$ cat config.mk
export PLATFORM = sky130hd
export DESIGN_NAME = vat_walker
export DESIGN_NICKNAME = d
export VERILOG_FILES = /design/src/rtl/vat_pkg.sv /design/src/rtl/vat_rst_sync.sv /design/src/rtl/vat_field_split.sv /design/src/rtl/vat_entry_addr.sv /design/src/rtl/vat_seq.sv /design/src/rtl/vat_walker.sv
export SDC_FILE = /design/constraint.sdc
export NUM_CORES = 1
export LEC_CHECK = 0
export BUFFER_PORTS_ARGS = -buffer_cell sky130_fd_sc_hd__clkbuf_2
export CAP_MARGIN = 20
export CORE_ASPECT_RATIO = 0.6
export CORE_UTILIZATION = 55
export CTS_BUF_LIST = sky130_fd_sc_hd__clkbuf_4
export DETAILED_ROUTE_END_ITERATION = 16
export MAX_ROUTING_LAYER = met4
export PLACE_DENSITY = 0.94
export REMOVE_ABC_BUFFERS = 1
export SLEW_MARGIN = 20
export SYNTH_ARGS = -nofsm -noshare
export SYNTH_HDL_FRONTEND = slang
export SYNTH_SLANG_ARGS = --single-unit
$ cat constraint.sdc
create_clock -name clk -period 5.9 [get_ports clk]
set_input_delay 0.295 -clock clk [delete_from_list [all_inputs] [get_ports clk]]
set_output_delay 0.295 -clock clk [all_outputs]
set_load 0.05 [all_outputs]
$ cat src/rtl/vat_pkg.sv
package vat_pkg;

  typedef enum logic [2:0] {
    ST_IDLE,
    ST_RD_DIR,
    ST_WT_DIR,
    ST_RD_PTE,
    ST_WT_PTE,
    ST_DONE,
    ST_FAULT
  } walk_state_e;

  localparam int unsigned LEVELS = 2;

endpackage

$ cat src/rtl/vat_rst_sync.sv
module vat_rst_sync #(
  parameter int unsigned STAGES = 2
) (
  input  logic clk,
  input  logic rst_n_i,
  output logic rst_n_o
);

  logic [STAGES-1:0] sync_q;

  always_ff @(posedge clk or negedge rst_n_i) begin
    if (!rst_n_i) begin
      sync_q <= '0;
    end else begin
      sync_q <= {sync_q[STAGES-2:0], 1'b1};
    end
  end

  assign rst_n_o = sync_q[STAGES-1];

endmodule

$ cat src/rtl/vat_field_split.sv
module vat_field_split
  import vat_pkg::*;
#(
  parameter int unsigned VA_W  = 32,
  parameter int unsigned OFF_W = 12,
  parameter int unsigned IDX_W = 10
) (
  input  logic [VA_W-1:0]               va_i,
  output logic [LEVELS-1:0][IDX_W-1:0]  idx_o,
  output logic [OFF_W-1:0]              off_o
);

  // Level 0 is the directory index (topmost bits), deeper levels follow below it.
  for (genvar l = 0; l < LEVELS; l++) begin : g_lvl
    localparam int unsigned TOP = VA_W - 1 - l * IDX_W;
    assign idx_o[l] = va_i[TOP -: IDX_W];
  end

  assign off_o = va_i[OFF_W-1:0];

endmodule

$ cat src/rtl/vat_entry_addr.sv
module vat_entry_addr #(
  parameter int unsigned PA_W    = 32,
  parameter int unsigned OFF_W   = 12,
  parameter int unsigned IDX_W   = 10,
  parameter int unsigned ESZ_LOG = 2
) (
  input  logic [PA_W-OFF_W-1:0] frame_i,
  input  logic [IDX_W-1:0]      idx_i,
  output logic [PA_W-1:0]       addr_o
);

  localparam int unsigned PAD_W = PA_W - IDX_W - ESZ_LOG;

  logic [PA_W-1:0] base_w;
  logic [PA_W-1:0] disp_w;

  assign base_w = {frame_i, {OFF_W{1'b0}}};
  assign disp_w = {{PAD_W{1'b0}}, idx_i, {ESZ_LOG{1'b0}}};
  assign addr_o = base_w + disp_w;

endmodule

$ cat src/rtl/vat_seq.sv
module vat_seq
  import vat_pkg::*;
#(
  parameter int unsigned VA_W  = 32,
  parameter int unsigned PA_W  = 32,
  parameter int unsigned OFF_W = 12,
  parameter int unsigned IDX_W = 10
) (
  input  logic                          clk,
  input  logic                          rst_n,
  input  logic                          req_valid_i,
  output logic                          req_ready_o,
  input  logic [VA_W-1:0]               req_vaddr_i,
  input  logic [PA_W-1:0]               root_base_i,
  output logic [VA_W-1:0]               va_o,
  input  logic [LEVELS-1:0][IDX_W-1:0]  idx_i,
  input  logic [OFF_W-1:0]              off_i,
  output logic [PA_W-OFF_W-1:0]         tbl_frame_o,
  output logic [IDX_W-1:0]              tbl_idx_o,
  input  logic [PA_W-1:0]               ent_addr_i,
  output logic                          mem_req_valid_o,
  input  logic                          mem_req_ready_i,
  output logic [PA_W-1:0]               mem_req_addr_o,
  input  logic                          mem_rsp_valid_i,
  input  logic [PA_W-1:0]               mem_rsp_data_i,
  output logic                          done_o,
  output logic                          fault_o,
  output logic [PA_W-1:0]               paddr_o
);

  localparam int unsigned FR_W = PA_W - OFF_W;

  walk_state_e state_q, state_d;

  logic [VA_W-1:0]  va_q;
  logic [FR_W-1:0]  base_frame_q;
  logic [FR_W-1:0]  next_frame_q;
  logic [PA_W-1:0]  paddr_q, paddr_d;

  logic             accept;
  logic             dir_rsp;
  logic             pte_rsp;
  logic             ent_valid;
  logic [FR_W-1:0]  ent_frame;
  logic             va_en, base_en, next_en, paddr_en;
  logic [OFF_W-2:0] unused_ent_bits;
  logic [OFF_W-1:0] unused_base_bits;

  assign ent_valid        = mem_rsp_data_i[0];
  assign ent_frame        = mem_rsp_data_i[PA_W-1:OFF_W];
  assign unused_ent_bits  = mem_rsp_data_i[OFF_W-1:1];
  assign unused_base_bits = root_base_i[OFF_W-1:0];

  assign accept  = (state_q == ST_IDLE)   && req_valid_i;
  assign dir_rsp = (state_q == ST_WT_DIR) && mem_rsp_valid_i;
  assign pte_rsp = (state_q == ST_WT_PTE) && mem_rsp_valid_i;

  // Next-state logic
  always_comb begin
    state_d = state_q;
    unique case (state_q)
      ST_IDLE:   if (req_valid_i)     state_d = ST_RD_DIR;
      ST_RD_DIR: if (mem_req_ready_i) state_d = ST_WT_DIR;
      ST_WT_DIR: if (mem_rsp_valid_i) state_d = ent_valid ? ST_RD_PTE : ST_FAULT;
      ST_RD_PTE: if (mem_req_ready_i) state_d = ST_WT_PTE;
      ST_WT_PTE: if (mem_rsp_valid_i) state_d = ent_valid ? ST_DONE : ST_FAULT;
      ST_DONE:                        state_d = ST_IDLE;
      ST_FAULT:                       state_d = ST_IDLE;
      default:                        state_d = ST_IDLE;
    endcase
  end

  // Clock enables and data for the holding registers
  assign va_en    = accept;
  assign base_en  = accept;
  assign next_en  = dir_rsp;
  assign paddr_en = pte_rsp || (dir_rsp && !ent_valid);

  always_comb begin
    paddr_d = '0;
    if (pte_rsp && ent_valid) begin
      paddr_d = {ent_frame, off_i};
    end
  end

  // State register
  always_ff @(posedge clk or negedge rst_n) begin
    if (!rst_n) begin
      state_q <= ST_IDLE;
    end else begin
      state_q <= state_d;
    end
  end

  // Data registers
  always_ff @(posedge clk or negedge rst_n) begin
    if (!rst_n) begin
      va_q         <= '0;
      base_frame_q <= '0;
      next_frame_q <= '0;
      paddr_q      <= '0;
    end else begin
      if (va_en)    va_q         <= req_vaddr_i;
      if (base_en)  base_frame_q <= root_base_i[PA_W-1:OFF_W];
      if (next_en)  next_frame_q <= ent_frame;
      if (paddr_en) paddr_q      <= paddr_d;
    end
  end

  // Table selection for the entry-address adder
  always_comb begin
    if (state_q == ST_RD_PTE) begin
      tbl_frame_o = next_frame_q;
      tbl_idx_o   = idx_i[1];
    end else begin
      tbl_frame_o = base_frame_q;
      tbl_idx_o   = idx_i[0];
    end
  end

  assign va_o            = va_q;
  assign req_ready_o     = (state_q == ST_IDLE);
  assign mem_req_valid_o = (state_q == ST_RD_DIR) || (state_q == ST_RD_PTE);
  assign mem_req_addr_o  = ent_addr_i;
  assign done_o          = (state_q == ST_DONE);
  assign fault_o         = (state_q == ST_FAULT);
  assign paddr_o         = paddr_q;

endmodule

$ cat src/rtl/vat_walker.sv
module vat_walker
  import vat_pkg::*;
#(
  parameter int unsigned VA_W       = 32,
  parameter int unsigned PA_W       = 32,
  parameter int unsigned OFF_W      = 12,
  parameter int unsigned IDX_W      = 10,
  parameter int unsigned ESZ_LOG    = 2,
  parameter int unsigned RST_STAGES = 2
) (
  input  logic             clk,
  input  logic             rst_n,
  input  logic             req_valid,
  output logic             req_ready,
  input  logic [VA_W-1:0]  req_vaddr,
  input  logic [PA_W-1:0]  root_base,
  output logic             mem_req_valid,
  input  logic             mem_req_ready,
  output logic [PA_W-1:0]  mem_req_addr,
  input  logic             mem_rsp_valid,
  input  logic [PA_W-1:0]  mem_rsp_data,
  output logic             resp_done,
  output logic             resp_fault,
  output logic [PA_W-1:0]  resp_paddr
);

  localparam int unsigned FR_W = PA_W - OFF_W;

  logic                         rst_n_sync;
  logic [VA_W-1:0]              va_held;
  logic [LEVELS-1:0][IDX_W-1:0] idx_w;
  logic [OFF_W-1:0]             off_w;
  logic [FR_W-1:0]              tbl_frame_w;
  logic [IDX_W-1:0]             tbl_idx_w;
  logic [PA_W-1:0]              ent_addr_w;

  vat_rst_sync #(
    .STAGES (RST_STAGES)
  ) u_rst_sync (
    .clk     (clk),
    .rst_n_i (rst_n),
    .rst_n_o (rst_n_sync)
  );

  vat_field_split #(
    .VA_W  (VA_W),
    .OFF_W (OFF_W),
    .IDX_W (IDX_W)
  ) u_split (
    .va_i  (va_held),
    .idx_o (idx_w),
    .off_o (off_w)
  );

  vat_entry_addr #(
    .PA_W    (PA_W),
    .OFF_W   (OFF_W),
    .IDX_W   (IDX_W),
    .ESZ_LOG (ESZ_LOG)
  ) u_eaddr (
    .frame_i (tbl_frame_w),
    .idx_i   (tbl_idx_w),
    .addr_o  (ent_addr_w)
  );

  vat_seq #(
    .VA_W  (VA_W),
    .PA_W  (PA_W),
    .OFF_W (OFF_W),
    .IDX_W (IDX_W)
  ) u_seq (
    .clk             (clk),
    .rst_n           (rst_n_sync),
    .req_valid_i     (req_valid),
    .req_ready_o     (req_ready),
    .req_vaddr_i     (req_vaddr),
    .root_base_i     (root_base),
    .va_o            (va_held),
    .idx_i           (idx_w),
    .off_i           (off_w),
    .tbl_frame_o     (tbl_frame_w),
    .tbl_idx_o       (tbl_idx_w),
    .ent_addr_i      (ent_addr_w),
    .mem_req_valid_o (mem_req_valid),
    .mem_req_ready_i (mem_req_ready),
    .mem_req_addr_o  (mem_req_addr),
    .mem_rsp_valid_i (mem_rsp_valid),
    .mem_rsp_data_i  (mem_rsp_data),
    .done_o          (resp_done),
    .fault_o         (resp_fault),
    .paddr_o         (resp_paddr)
  );

endmodule

### Yosys cells after proc, flatten, opt, wreduce, memory -nomap -nowiden

Cells that the tools add are included.

* register bits: 109
* bits in latches: 0
* bits in writable memories: 0
* bits in read-only memories: 0
* input port bits: 101
* output and inout port bits: 68
* logic and storage cells: 39
* memories: 0

* add/sub/neg operators: 1
* multiply operators: 0
* div/mod/pow operators: 0
* $lt $le $gt $ge: 0
* equal/unequal tests: 11
* shift-type cells: 0
* mux-type cells: 11
* bitwise operators: 0
* reductions and logical operators: 10

Operators by type and width (number)
* adder 32 x 12 -> 32 bit: 1
* two-way mux 32 bit: 1
* two-way mux 20 bit: 1
* two-way mux 3 bit: 6
* case mux 3 bit (5 select lines): 1
* two-way mux 10 bit: 1
* != test 2 bit, second input constant: 5
* equality test 3 bit, second input constant: 3
* equality test 3 x 2 -> 1 bit, second input constant: 2
* logical AND 1 bit: 5
* AND reduction 5 bit: 1
* equality test 3 x 1 -> 1 bit, second input constant: 1
* logical NOT 3 bit: 1
* logical OR 1 bit: 2
* two-way mux 2 bit: 1
* logical NOT 1 bit: 1

### Logic depth before layout (Yosys ltp)

Gate-level depths: netlist of run 1.

* word-level depth: 4
* depth in mapped cells: 6
* depth with buffers taken out: 5

### Hierarchy

Synthesis of run 1 repeated with hierarchy kept, for this count alone.

* cells, all modules: 388
* area, all modules: 5371.4 µm²

Modules (own cells, without submodules)
* vat_seq: times used 1, cells each 320, area an instance 4833.4 µm², seq. area each 2677.6 µm²
* vat_entry_addr: times used 1, cells each 33, area an instance 244.0 µm², seq. area each 0.0 µm²
* vat_field_split: times used 1, cells each 32, area an instance 240.2 µm², seq. area each 0.0 µm²
* vat_rst_sync: times used 1, cells each 3, area an instance 53.8 µm², seq. area each 50.0 µm²

### Worst setup path after synthesis of run 1

Ideal clock, no wire load.

* path type: reg-to-reg
* from: register u_seq.state_q[1]
* to: register u_seq.va_q[10] (netlist: u_seq.va_o[10])
* setup time: 0.128 ns
* data arrival time: 1.954 ns
* required time: 5.772 ns
* path slack: 3.818 ns
* stages on the path, launching flop included: 6
* buffers on the path: 2
* cell sequence: dfrtp_1 > nor3_2 > and2_1 > buf_4 > buf_4 > mux2_1

* word-level cells in the longest chain between the ends: 2

RTL lines
* start: declaration: RTL line vat_seq.sv:33 `walk_state_e state_q, state_d;`
* start signal: assignment: RTL line vat_seq.sv:91 `state_q <= state_d;`
* logical NOT 3 bit
* via req_ready: RTL line vat_walker.sv:14 `output logic req_ready,`
* logical AND 1 bit: RTL line vat_seq.sv:54 `assign accept = (state_q == ST_IDLE) && req_valid_i;`
* end signal: assignment: RTL line vat_seq.sv:103 `if (va_en) va_q <= req_vaddr_i;`
* end: declaration: RTL line vat_seq.sv:35 `logic [VA_W-1:0] va_q;`

The timed path passes the listed nets, and every way through them passes these cells.
A chain may end at the register's enable or synchronous reset.

### Worst setup path after layout of run 1

* from: register u_seq.state_q[2]
* to: output mem_req_addr[15]

* word-level cells in the longest chain between the ends: 3

RTL lines
* equality test 3 x 2 -> 1 bit *: RTL line vat_seq.sv:112 `if (state_q == ST_RD_PTE) begin`
* two-way mux 20 bit / two-way mux 10 bit (equally long branches): RTL line vat_seq.sv:112
* adder 32 x 12 -> 32 bit *: RTL line vat_entry_addr.sv:19 `assign addr_o = base_w + disp_w;`
* end: declaration: RTL line vat_walker.sv:19 `output logic [PA_W-1:0] mem_req_addr,`

Every way passes the cells marked *; elsewhere a longest branch is shown, timed or not.

==> results of run 1 <==
[metrics by stage]
step	instance area (sq um)	worst slack, ns
global placement	5300	3.41
global route	5450	2.59
floorplan	4400	2.64
detailed placement	5300	3.29
finish	5450	2.82
CTS	5450	2.74
[registers in the layout, summed over array words and instances, names as in the netlist]
name / cells
u_seq.state_q: 3
u_seq.base_frame_q: 20
u_rst_sync.sync_q: 2
u_seq.next_frame_q: 20
u_seq.va_o: 32
u_seq.paddr_o: 32
[where the power goes]
| group | switching [W] | leakage (nW) | internal [W] |
|---|---|---|---|
| clock | 0.000224 | 0.0830 | 0.000167 |
| sequential | 0.000214 | 1.34 | 0.00109 |
| combinational | 0.00125 | 1.26 | 0.000545 |
| total | 0.00169 | 2.69 | 0.00180 |
[worst reg2reg max path: stages, from the launching register on]
cell and delay [ns]:
dfrtp_1 0.59, nor3_2 0.27, and2_2 0.61, buf_4 0.49
mux2_1 0.39
[worst min-delay path by stage]
stage | from | end | slack [ns] | cells after the start
after floorplan | rst_n | u_rst_sync.sync_q[0] | -0.0006 | 0
after global placement | rst_n | u_rst_sync.sync_q[0] | 0.08 | 1
after detailed placement | rst_n | u_rst_sync.sync_q[0] | 0.09 | 1
after CTS | req_vaddr[4] | u_seq.va_o[4] | 0.01 | 2
after global routing | req_vaddr[4] | u_seq.va_o[4] | 0.003 | 2
final | root_base[14] | u_seq.base_frame_q[2] | 0.05 | 2
[final cells by class]
cell class | count | area, sq um | area share
Sequential cell | 109 | 2730 | 0.501
Tap cell | 108 | 135 | 0.0248
Clock inverter | 6 | 78.8 | 0.0145
Multi-Input combinational cell | 165 | 1670 | 0.306
Inverter | 3 | 11.3 | 0.00206
Timing Repair Buffer | 149 | 763 | 0.140
Clock buffer | 9 | 67.6 | 0.0124
[cell families (layout without fill, tap and decap cells)]
kind of cell               after synthesis  count (layout)  synth area share
DFF                                    109             109             0.592
muxes                                  103             103             0.252
AOI/OAI and AO/OA                       38              38            0.0728
buffers and inverters                   26             167            0.0467
and+or+nand+nor                         19              19            0.0307
other                                    2               3           0.00163
adders and majority gates                1               1           0.00217
xor gates and xnor gates                 1               1           0.00190
[layer usage]
metal,global-route usage,vias to the layer above,routed length (um)
li1,-,1359,-
met3,0.0797,9,693
met2,0.409,116,4800
met4,0.0708,0,80
met1,0.313,1486,4470
met5,-,-,0
[timing repair]
item                                    in CTS  in global routing
endpoints found under the setup margin       0                  0
hold buffers                                 1                  0
gates resized for setup                      0                  0
hold endpoints to repair                     2                  0
setup buffers                                0                  0
[placed cells by master (no fill, tap or decap), types with 2 or more instances in the layout]
cell       instances
nor3b_1            3
nand2_2            2
buf_4              5
nor2_1             2
dfrtp_1          108
nand2_1            3
a22o_1            32
inv_1              2
mux2_1           102
clkbuf_2         143
bufinv_16          2
clkinv_2           3
conb_1             3
clkbuf_4           9
nor2b_1            2
==> impl_metrics.env, run 1 <==
export IMPL_dpl_hpwl_mm=7.29
export IMPL_crit_end="mem_req_addr[15]"
export IMPL_path_clk_slew_ns=0.15
export IMPL_first_pass_iters=4
export IMPL_synth_cell_types=30
export IMPL_p_leak_nw=2.69
export IMPL_final_nets=538
export IMPL_critPathArrivalTime_ns=2.78
export IMPL_num_fill_cells=570
export IMPL_netlist_instances=299
export IMPL_maxSlewViolCount=0
export IMPL_clk_path_buf_depth=2
export IMPL_crit_cells=6
export IMPL_r2r_end="u_seq.va_o[9]"
export IMPL_synth_common_cells="109 x dfrtp_1, 102 x mux2_1, 32 x a22o_1, 11 x buf_6, 8 x buf_4"
export IMPL_viasPerCell=5.41
export IMPL_drt_initial_drc_count=210
export IMPL_rsz0062_at_grt="false"
export IMPL_cts_tree="yes"
export IMPL_cp_slowest_cell="dfrtp_1"
export IMPL_portBuffers=143
export IMPL_dp_cells=533
export IMPL_power_w=0.00349
export IMPL_fp_dieW_um=120
export IMPL_clock_latency_ns=0.45
export IMPL_yosys_cell_count_top_type="dfrtp_1"
export IMPL_drive_gt1_frac=0.390
export IMPL_grtUsageTotal=0.254
export IMPL_worst_setup_path_end_kind="output port"
export IMPL_place_congestion=0.772
export IMPL_max_cap_violations=0
export IMPL_antenna_found_initial=0
export IMPL_diodes=0
export IMPL_area_delta_synth_final_pct=18.5
export IMPL_fin_crit_sh=0.522
export IMPL_min_period_ns=3.08
export IMPL_cts_sinks=109
export IMPL_final_cells=549
export IMPL_drc=0
export IMPL_routed_wl_mm=10.0
export IMPL_setup_viol=0
export IMPL_cts_root_buf="clkbuf_4"
export IMPL_wl_per_cell_um=18.3
export IMPL_final_hold_viol_count=0
export IMPL_holdWs_ns=0.0509
export IMPL_peakVddDrop_v=0.000504
export IMPL_tightest_slew_ns=0.861
export IMPL_cp_startpoint="u_seq.state_q[2]"
export IMPL_synth_area_per_cell_sq_um=15.4
export IMPL_grt_pass1_vias=3261
export IMPL_reg2reg_slack_ns=3.45
export IMPL_r2r_cells=4
export IMPL_grt_overflow_total=0
export IMPL_cp_cell_sequence="inv_1 -> nand2_2 -> inv_2 -> nand2_2 -> mux2_1 -> clkbuf_2"
export IMPL_hold_path_class="input port to flip-flop"
export IMPL_ys_async_sr_fraction=1.00
export IMPL_grt_max_degree=67
export IMPL_ys_seq_area_frac=0.592
export IMPL_synth_area_leader_cell="dfrtp_1"
export IMPL_worstPathBufferInverterCount=3
export IMPL_dr_total_vias=2970
export IMPL_die_area_sq_um=8750
export IMPL_synth_edff_count=0
export IMPL_core_sq_um=7980
export IMPL_finalSetupTns_ns=0
export IMPL_cts_buffers_inserted=9
export IMPL_max_freq_mhz=325
export IMPL_power_density_nw_per_um2=640
export IMPL_crit_family="simple AND/OR/NAND/NOR gates"
export IMPL_path_class="flip-flop to output port"
export IMPL_ys_warn_count=0
export IMPL_fin_util=0.684
export IMPL_critPathLaunchType="flip-flop"
export IMPL_crit_required_ns=5.61
export IMPL_outcome="complete, no violations"
export IMPL_ios=169
export IMPL_ys_ff_latch=109
export IMPL_fin_skew_ns=0.0116
export IMPL_chipHeight_um=72.9
export IMPL_synth_area_top_cells="dfrtp_1 59%, mux2_1 25%, a22o_1 6.1%, buf_6 2.7%, buf_4 1.3%"
export IMPL_rows=25
export IMPL_critPathMostFrequentCell="nand2_2"
export IMPL_h_tree_depth=3
export IMPL_crit_path_max_fanout=30
export IMPL_synth_area_sq_um=4600
export IMPL_synth_ff_type="dfrtp_1"
export IMPL_yosysTopAreaCellShare=0.592
export IMPL_slowest_delay_ns=0.68
export IMPL_r2r_start="u_seq.state_q[0]"
export IMPL_initial_core_util=0.577
export IMPL_antenna_left=0
export IMPL_grt_first_pass_wirelength_mm=16.0
export IMPL_relSlewSlack=0.424
(Power assumes the default switching activity.)
==> inputs of run 2 (changes only) <==
--- a/config.mk
+++ b/config.mk
@@ -5,14 +5,15 @@
 export SDC_FILE = /design/constraint.sdc
 export NUM_CORES = 1
 export LEC_CHECK = 0
+export ABC_AREA = 1
 export BUFFER_PORTS_ARGS = -buffer_cell sky130_fd_sc_hd__clkbuf_2
 export CAP_MARGIN = 20
 export CORE_ASPECT_RATIO = 0.6
-export CORE_UTILIZATION = 55
+export CORE_UTILIZATION = 52
 export CTS_BUF_LIST = sky130_fd_sc_hd__clkbuf_4
 export DETAILED_ROUTE_END_ITERATION = 16
 export MAX_ROUTING_LAYER = met4
-export PLACE_DENSITY = 0.94
+export PLACE_DENSITY = 0.89
 export REMOVE_ABC_BUFFERS = 1
 export SLEW_MARGIN = 20
 export SYNTH_ARGS = -nofsm -noshare
==> constraint.sdc (replaced) <==
create_clock -name clk -period 2.9 [get_ports clk]
set_input_delay 0.145 -clock clk [delete_from_list [all_inputs] [get_ports clk]]
set_output_delay 0.145 -clock clk [all_outputs]
set_load 0.05 [all_outputs]
==> impl_metrics.env, run 2 <==
export IMPL_netlist_instances=603
export IMPL_antenna_left=0
export IMPL_synth_area_leader_cell="dfrtp_1"
export IMPL_final_common_cell="nand2_1"
export IMPL_tightest_slew_ns=0.786
export IMPL_cts_buffers_inserted=9
export IMPL_hold_path_class="input port to flip-flop"
export IMPL_grt_overflow_total=0
export IMPL_num_fill_cells=626
export IMPL_core_sq_um=8750
export IMPL_place_congestion=0.823
export IMPL_rows=26
export IMPL_fin_skew_ns=0.0230
export IMPL_antenna_found_initial=0
export IMPL_max_cap_violations=0
export IMPL_synth_area_per_cell_sq_um=8.02
export IMPL_grt_max_degree=59
export IMPL_worst_setup_path_end_kind="output port"
export IMPL_setup_viol=0
export IMPL_critPathLaunchType="flip-flop"
export IMPL_place_ws_ns=0.742
export IMPL_chipHeight_um=76.7
export IMPL_drive_gt1_frac=0.223
export IMPL_ys_async_sr_fraction=1.00
export IMPL_cts_sinks=109
export IMPL_cts_root_buf="clkbuf_4"
export IMPL_yosys_cell_count_top_type="nand2_1"
export IMPL_fin_ws_ns=0.383
export IMPL_area_delta_synth_final_pct=34.6
export IMPL_die_area_sq_um=9710
export IMPL_fp_dieW_um=127
export IMPL_wl_per_cell_um=15.8
export IMPL_fin_crit_sh=0.868
export IMPL_outcome="complete, no violations"
export IMPL_slowest_delay_ns=0.61
export IMPL_post_cts_setup_buffers=0
export IMPL_path_clk_slew_ns=0.16
export IMPL_max_freq_mhz=397
export IMPL_ff_latch_area_sq_um=2730
export IMPL_grtUsageTotal=0.329
export IMPL_routed_wl_mm=14.5
export IMPL_peakVddDrop_v=0.000923
export IMPL_multi_input_area_sq_um=1870
export IMPL_synth_area_top_cells="dfrtp_1 56%, nand2_1 22%, nand3_1 14%, buf_2 2.3%, clkbuf_1 0.85%"
export IMPL_cts_tree="yes"
export IMPL_final_hold_viol_count=0
export IMPL_rsz0062_at_grt="false"
export IMPL_drt_initial_drc_count=287
export IMPL_layout_common_cells="282 x nand2_1, 142 x clkbuf_2, 140 x nand3_1"
export IMPL_ys_seq_area_frac=0.564
export IMPL_viasPerCell=5.38
export IMPL_synth_common_cells="282 x nand2_1, 140 x nand3_1, 109 x dfrtp_1, 22 x buf_2, 11 x clkbuf_1"
export IMPL_synth_cell_types=18
export IMPL_synth_edff_count=0
export IMPL_ys_warn_count=0
export IMPL_crit_required_ns=2.76
export IMPL_clk_path_buf_depth=2
export IMPL_diodes=0
export IMPL_yosysTopAreaCellShare=0.564
export IMPL_ios=169
export IMPL_portBuffers=143
export IMPL_first_pass_iters=5
export IMPL_grt_first_pass_wirelength_mm=24.0
export IMPL_final_nets=904
export IMPL_critPathArrivalTime_ns=2.37
export IMPL_initial_core_util=0.553
export IMPL_ys_ff_latch=109
export IMPL_crit_path_max_fanout=18
export IMPL_cp_cell_sequence="nand2_1 -> o21ai_0 -> buf_12"
export IMPL_clock_latency_ns=0.47
export IMPL_maxSlewViolCount=0
export IMPL_power_w=0.00774
export IMPL_dpl_hpwl_mm=8.85
export IMPL_h_tree_depth=3
export IMPL_dr_total_vias=4947
export IMPL_synth_area_sq_um=4840
export IMPL_cp_slowest_cell="dfrtp_1"
export IMPL_fin_util=0.744
export IMPL_min_period_ns=2.52
export IMPL_relSlewSlack=0.476
export IMPL_drc=0
export IMPL_holdWs_ns=0.259
export IMPL_path_class="flip-flop to output port"
export IMPL_grt_pass1_vias=4925
export IMPL_synth_ff_type="dfrtp_1"
export IMPL_p_leak_nw=3.74
export IMPL_power_density_nw_per_um2=1190
-- run 2: logic make-up after synthesis --
family                 after synthesis  share of synthesized area
buffers and inverters               54                     0.0515
AND/OR/NAND/NOR                    434                      0.379
other                                2                    0.00155
AO/OA/AOI/OAI                        4                    0.00414
flip-flops                         109                      0.564
-- run 2: worst paths after layout --
kind / start / cells past startpoint / to / slack (ns)
worst min-delay path: req_valid / 3 / u_seq.va_o[8] / 0.26
worst max register to register: u_seq.state_q[1] / 5 / u_seq.next_frame_q[4] / 0.65
max in group asynchronous: u_rst_sync.sync_q[1] / 1 / u_seq.va_o[12] / 1.72
worst min register to register: u_rst_sync.sync_q[0] / 0 / u_rst_sync.sync_q[1] / 0.39
worst max-delay path: u_seq.state_q[1] / 3 / mem_req_addr[10] / 0.38
min in group asynchronous: u_rst_sync.sync_q[1] / 0 / u_seq.paddr_o[9] / 0.40
-- run 2: stage by stage --
stage / instance area (sq um) / std cells / TNS [ns]
global route: 6510 / 920 / 0
finish: 6510 / 920 / 0
CTS: 6510 / 920 / 0
floorplan: 4630 / 561 / -40.30
global placement: 5610 / 828 / 0
detailed placement: 5610 / 828 / 0
-- run 2: final cells by class --
cell class                      count  area share
Tap cell                          112      0.0215
Multi-Input combinational cell    441       0.286
Sequential cell                   109       0.419
Timing Repair Buffer              231       0.245
Inverter                           11     0.00634
Clock buffer                       11      0.0127
Clock inverter                      5     0.00903
-- run 2: per-layer routing --
metal / vias up / part of all wire / wire length (um) / track usage
li1: 2318 / - / - / -
met1: 2348 / 0.42 / 6150 / 0.419
met2: 251 / 0.47 / 6880 / 0.515
met3: 30 / 0.083 / 1210 / 0.0803
met4: 0 / 0.019 / 278 / 0.122
met5: - / 0 / 0 / -
-- run 2: repair_timing --
item                                   in CTS  in global routing
hold buffers                               76                  0
gates resized for setup                     0                  0
endpoints found under the hold margin      95                  0
-- run 2: critical path, delay by kind of cell (launching register included) --
kind / cells / cell delay [ns]
compound gates: 1 / 0.56
buf+inv: 1 / 0.20
flops: 1 / 0.61
simple gates: 1 / 0.54
-- run 2: power breakdown --
part           internal, W  total, W  switching [W]
combinational      0.00103   0.00429        0.00326
clock             0.000285  0.000776       0.000491
sequential         0.00222   0.00267       0.000453
total              0.00353   0.00774        0.00420
==> inputs of run 3 (changes only) <==
--- a/config.mk
+++ b/config.mk
@@ -5,15 +5,15 @@
 export SDC_FILE = /design/constraint.sdc
 export NUM_CORES = 1
 export LEC_CHECK = 0
-export ABC_AREA = 1
+export ABC_AREA = 0
 export BUFFER_PORTS_ARGS = -buffer_cell sky130_fd_sc_hd__clkbuf_2
 export CAP_MARGIN = 20
 export CORE_ASPECT_RATIO = 0.6
-export CORE_UTILIZATION = 52
+export CORE_UTILIZATION = 51
 export CTS_BUF_LIST = sky130_fd_sc_hd__clkbuf_4
 export DETAILED_ROUTE_END_ITERATION = 16
 export MAX_ROUTING_LAYER = met4
-export PLACE_DENSITY = 0.89
+export PLACE_DENSITY = 0.88
 export REMOVE_ABC_BUFFERS = 1
 export SLEW_MARGIN = 20
 export SYNTH_ARGS = -nofsm -noshare
==> impl_metrics.env, run 3 (synthesis results as in run 1) <==
export IMPL_peakVddDrop_v=0.000888
export IMPL_chipHeight_um=75.6
export IMPL_cts_buffers_inserted=9
export IMPL_fin_skew_ns=0.0226
export IMPL_num_fill_cells=537
export IMPL_power_density_nw_per_um2=1150
export IMPL_crit_required_ns=2.76
export IMPL_first_pass_iters=4
export IMPL_worst_setup_path_end_kind="output port"
export IMPL_final_nets=617
export IMPL_multi_input_area_sq_um=1670
export IMPL_outcome="complete, no violations"
export IMPL_ios=169
export IMPL_final_common_cell="clkbuf_2"
export IMPL_core_sq_um=8620
export IMPL_diodes=0
export IMPL_max_cap_violations=0
export IMPL_initial_core_util=0.534
export IMPL_drive_gt1_frac=0.336
export IMPL_drc=0
export IMPL_grt_max_degree=108
export IMPL_antenna_left=0
export IMPL_final_hold_viol_count=0
export IMPL_critPathLaunchType="flip-flop"
export IMPL_routed_wl_mm=11.3
export IMPL_antenna_found_initial=0
export IMPL_dp_cells=540
export IMPL_tightest_slew_ns=0.537
export IMPL_placed_cell_area_sq_um=5360
export IMPL_post_cts_setup_buffers=0
export IMPL_path_class="flip-flop to output port"
export IMPL_grt_overflow_total=0
export IMPL_min_period_ns=2.63
export IMPL_path_clk_slew_ns=0.15
export IMPL_critPathArrivalTime_ns=2.49
export IMPL_dpl_hpwl_mm=6.56
export IMPL_design_area_sq_um=6270
export IMPL_layout_common_cells="143 x clkbuf_2, 108 x dfrtp_1, 102 x mux2_1"
export IMPL_area_delta_synth_final_pct=36.1
export IMPL_rows=26
export IMPL_relSlewSlack=0.642
export IMPL_h_tree_depth=3
export IMPL_clock_latency_ns=0.44
export IMPL_cts_tree="yes"
export IMPL_grt_first_pass_wirelength_mm=18.1
export IMPL_viasPerCell=5.30
export IMPL_fin_crit_sh=0.908
export IMPL_wl_per_cell_um=17.9
export IMPL_final_cells=633
export IMPL_crit_path_max_fanout=17
export IMPL_cts_sinks=109
export IMPL_postCtsHoldBufs=77
export IMPL_max_freq_mhz=380
export IMPL_reg2reg_slack_ns=1.09
export IMPL_die_area_sq_um=9420
export IMPL_fp_dieW_um=125
export IMPL_cts_repair_resized=0
export IMPL_grt_pass1_vias=3490
export IMPL_dr_total_vias=3352
export IMPL_portBuffers=143
export IMPL_rsz0062_at_grt="false"
export IMPL_drt_initial_drc_count=132
export IMPL_setup_viol=0
export IMPL_power_w=0.00718
export IMPL_cts_root_buf="clkbuf_4"
export IMPL_maxSlewViolCount=0
export IMPL_ff_latch_area_sq_um=2730
export IMPL_p_leak_nw=3.02
export IMPL_grtUsageTotal=0.263
export IMPL_place_congestion=0.829
export IMPL_clk_path_buf_depth=2
export IMPL_hold_path_class="input port to flip-flop"
==> run 3: through the flow <==
| step | worst slack (ns) | setup TNS [ns] | util | hold WS, ns |
|---|---|---|---|---|
| floorplan | -0.361 | -51.51 | - | -0.151 |
| global placement | 0.817 | 0 | 0.622 | -0.0658 |
| detailed placement | 0.770 | 0 | 0.622 | -0.0646 |
| CTS | 0.234 | 0 | 0.727 | 0.210 |
| global route | 0.0911 | 0 | 0.727 | 0.240 |
| finish | 0.267 | 0 | 0.727 | 0.249 |
==> run 3: worst paths after layout <==
kind                                 startpoint               endpoint  cells after the start
hold reg to reg            u_rst_sync.sync_q[0]   u_rst_sync.sync_q[1]                      0
max in group asynchronous  u_rst_sync.sync_q[1]  u_seq.base_frame_q[4]                      1
setup / recovery               u_seq.state_q[0]        mem_req_addr[6]                      6
min in group asynchronous  u_rst_sync.sync_q[1]         u_seq.va_o[16]                      1
hold / removal                        req_valid       u_seq.state_q[0]                      4
setup reg to reg               u_seq.state_q[0]         u_seq.va_o[27]                      4
==> run 3: layout make-up <==
cell class                 count  share of cell area
sequential                   109               0.436
clock buffer                   9              0.0108
inverter                       3             0.00180
clock inverter                 7              0.0106
tap                          112              0.0224
multi-input combinational    165               0.266
timing repair buffer         228               0.253
==> run 3: critical path, stage by stage, from the launching register on <==
cell and delay, ns:
dfrtp_1 0.67, nand2_2 0.13, inv_2 0.09, nand2_2 0.28, buf_12 0.29, mux2_1 0.34
clkbuf_2 0.25
==> run 3: routing by layer <==
metal / track usage / vias up / wire length [um]
li1: - / 1516 / -
met1: 0.318 / 1657 / 4940
met2: 0.420 / 153 / 5230
met3: 0.0892 / 26 / 932
met4: 0.0964 / 0 / 245
met5: - / - / 0
==> run 3: power by group <==
part / leakage [nW] / internal [W] / switching, W
registers: 1.34 / 0.00222 / 0.000417
clock network: 0.0670 / 0.000258 / 0.000474
logic: 1.61 / 0.00121 / 0.00260
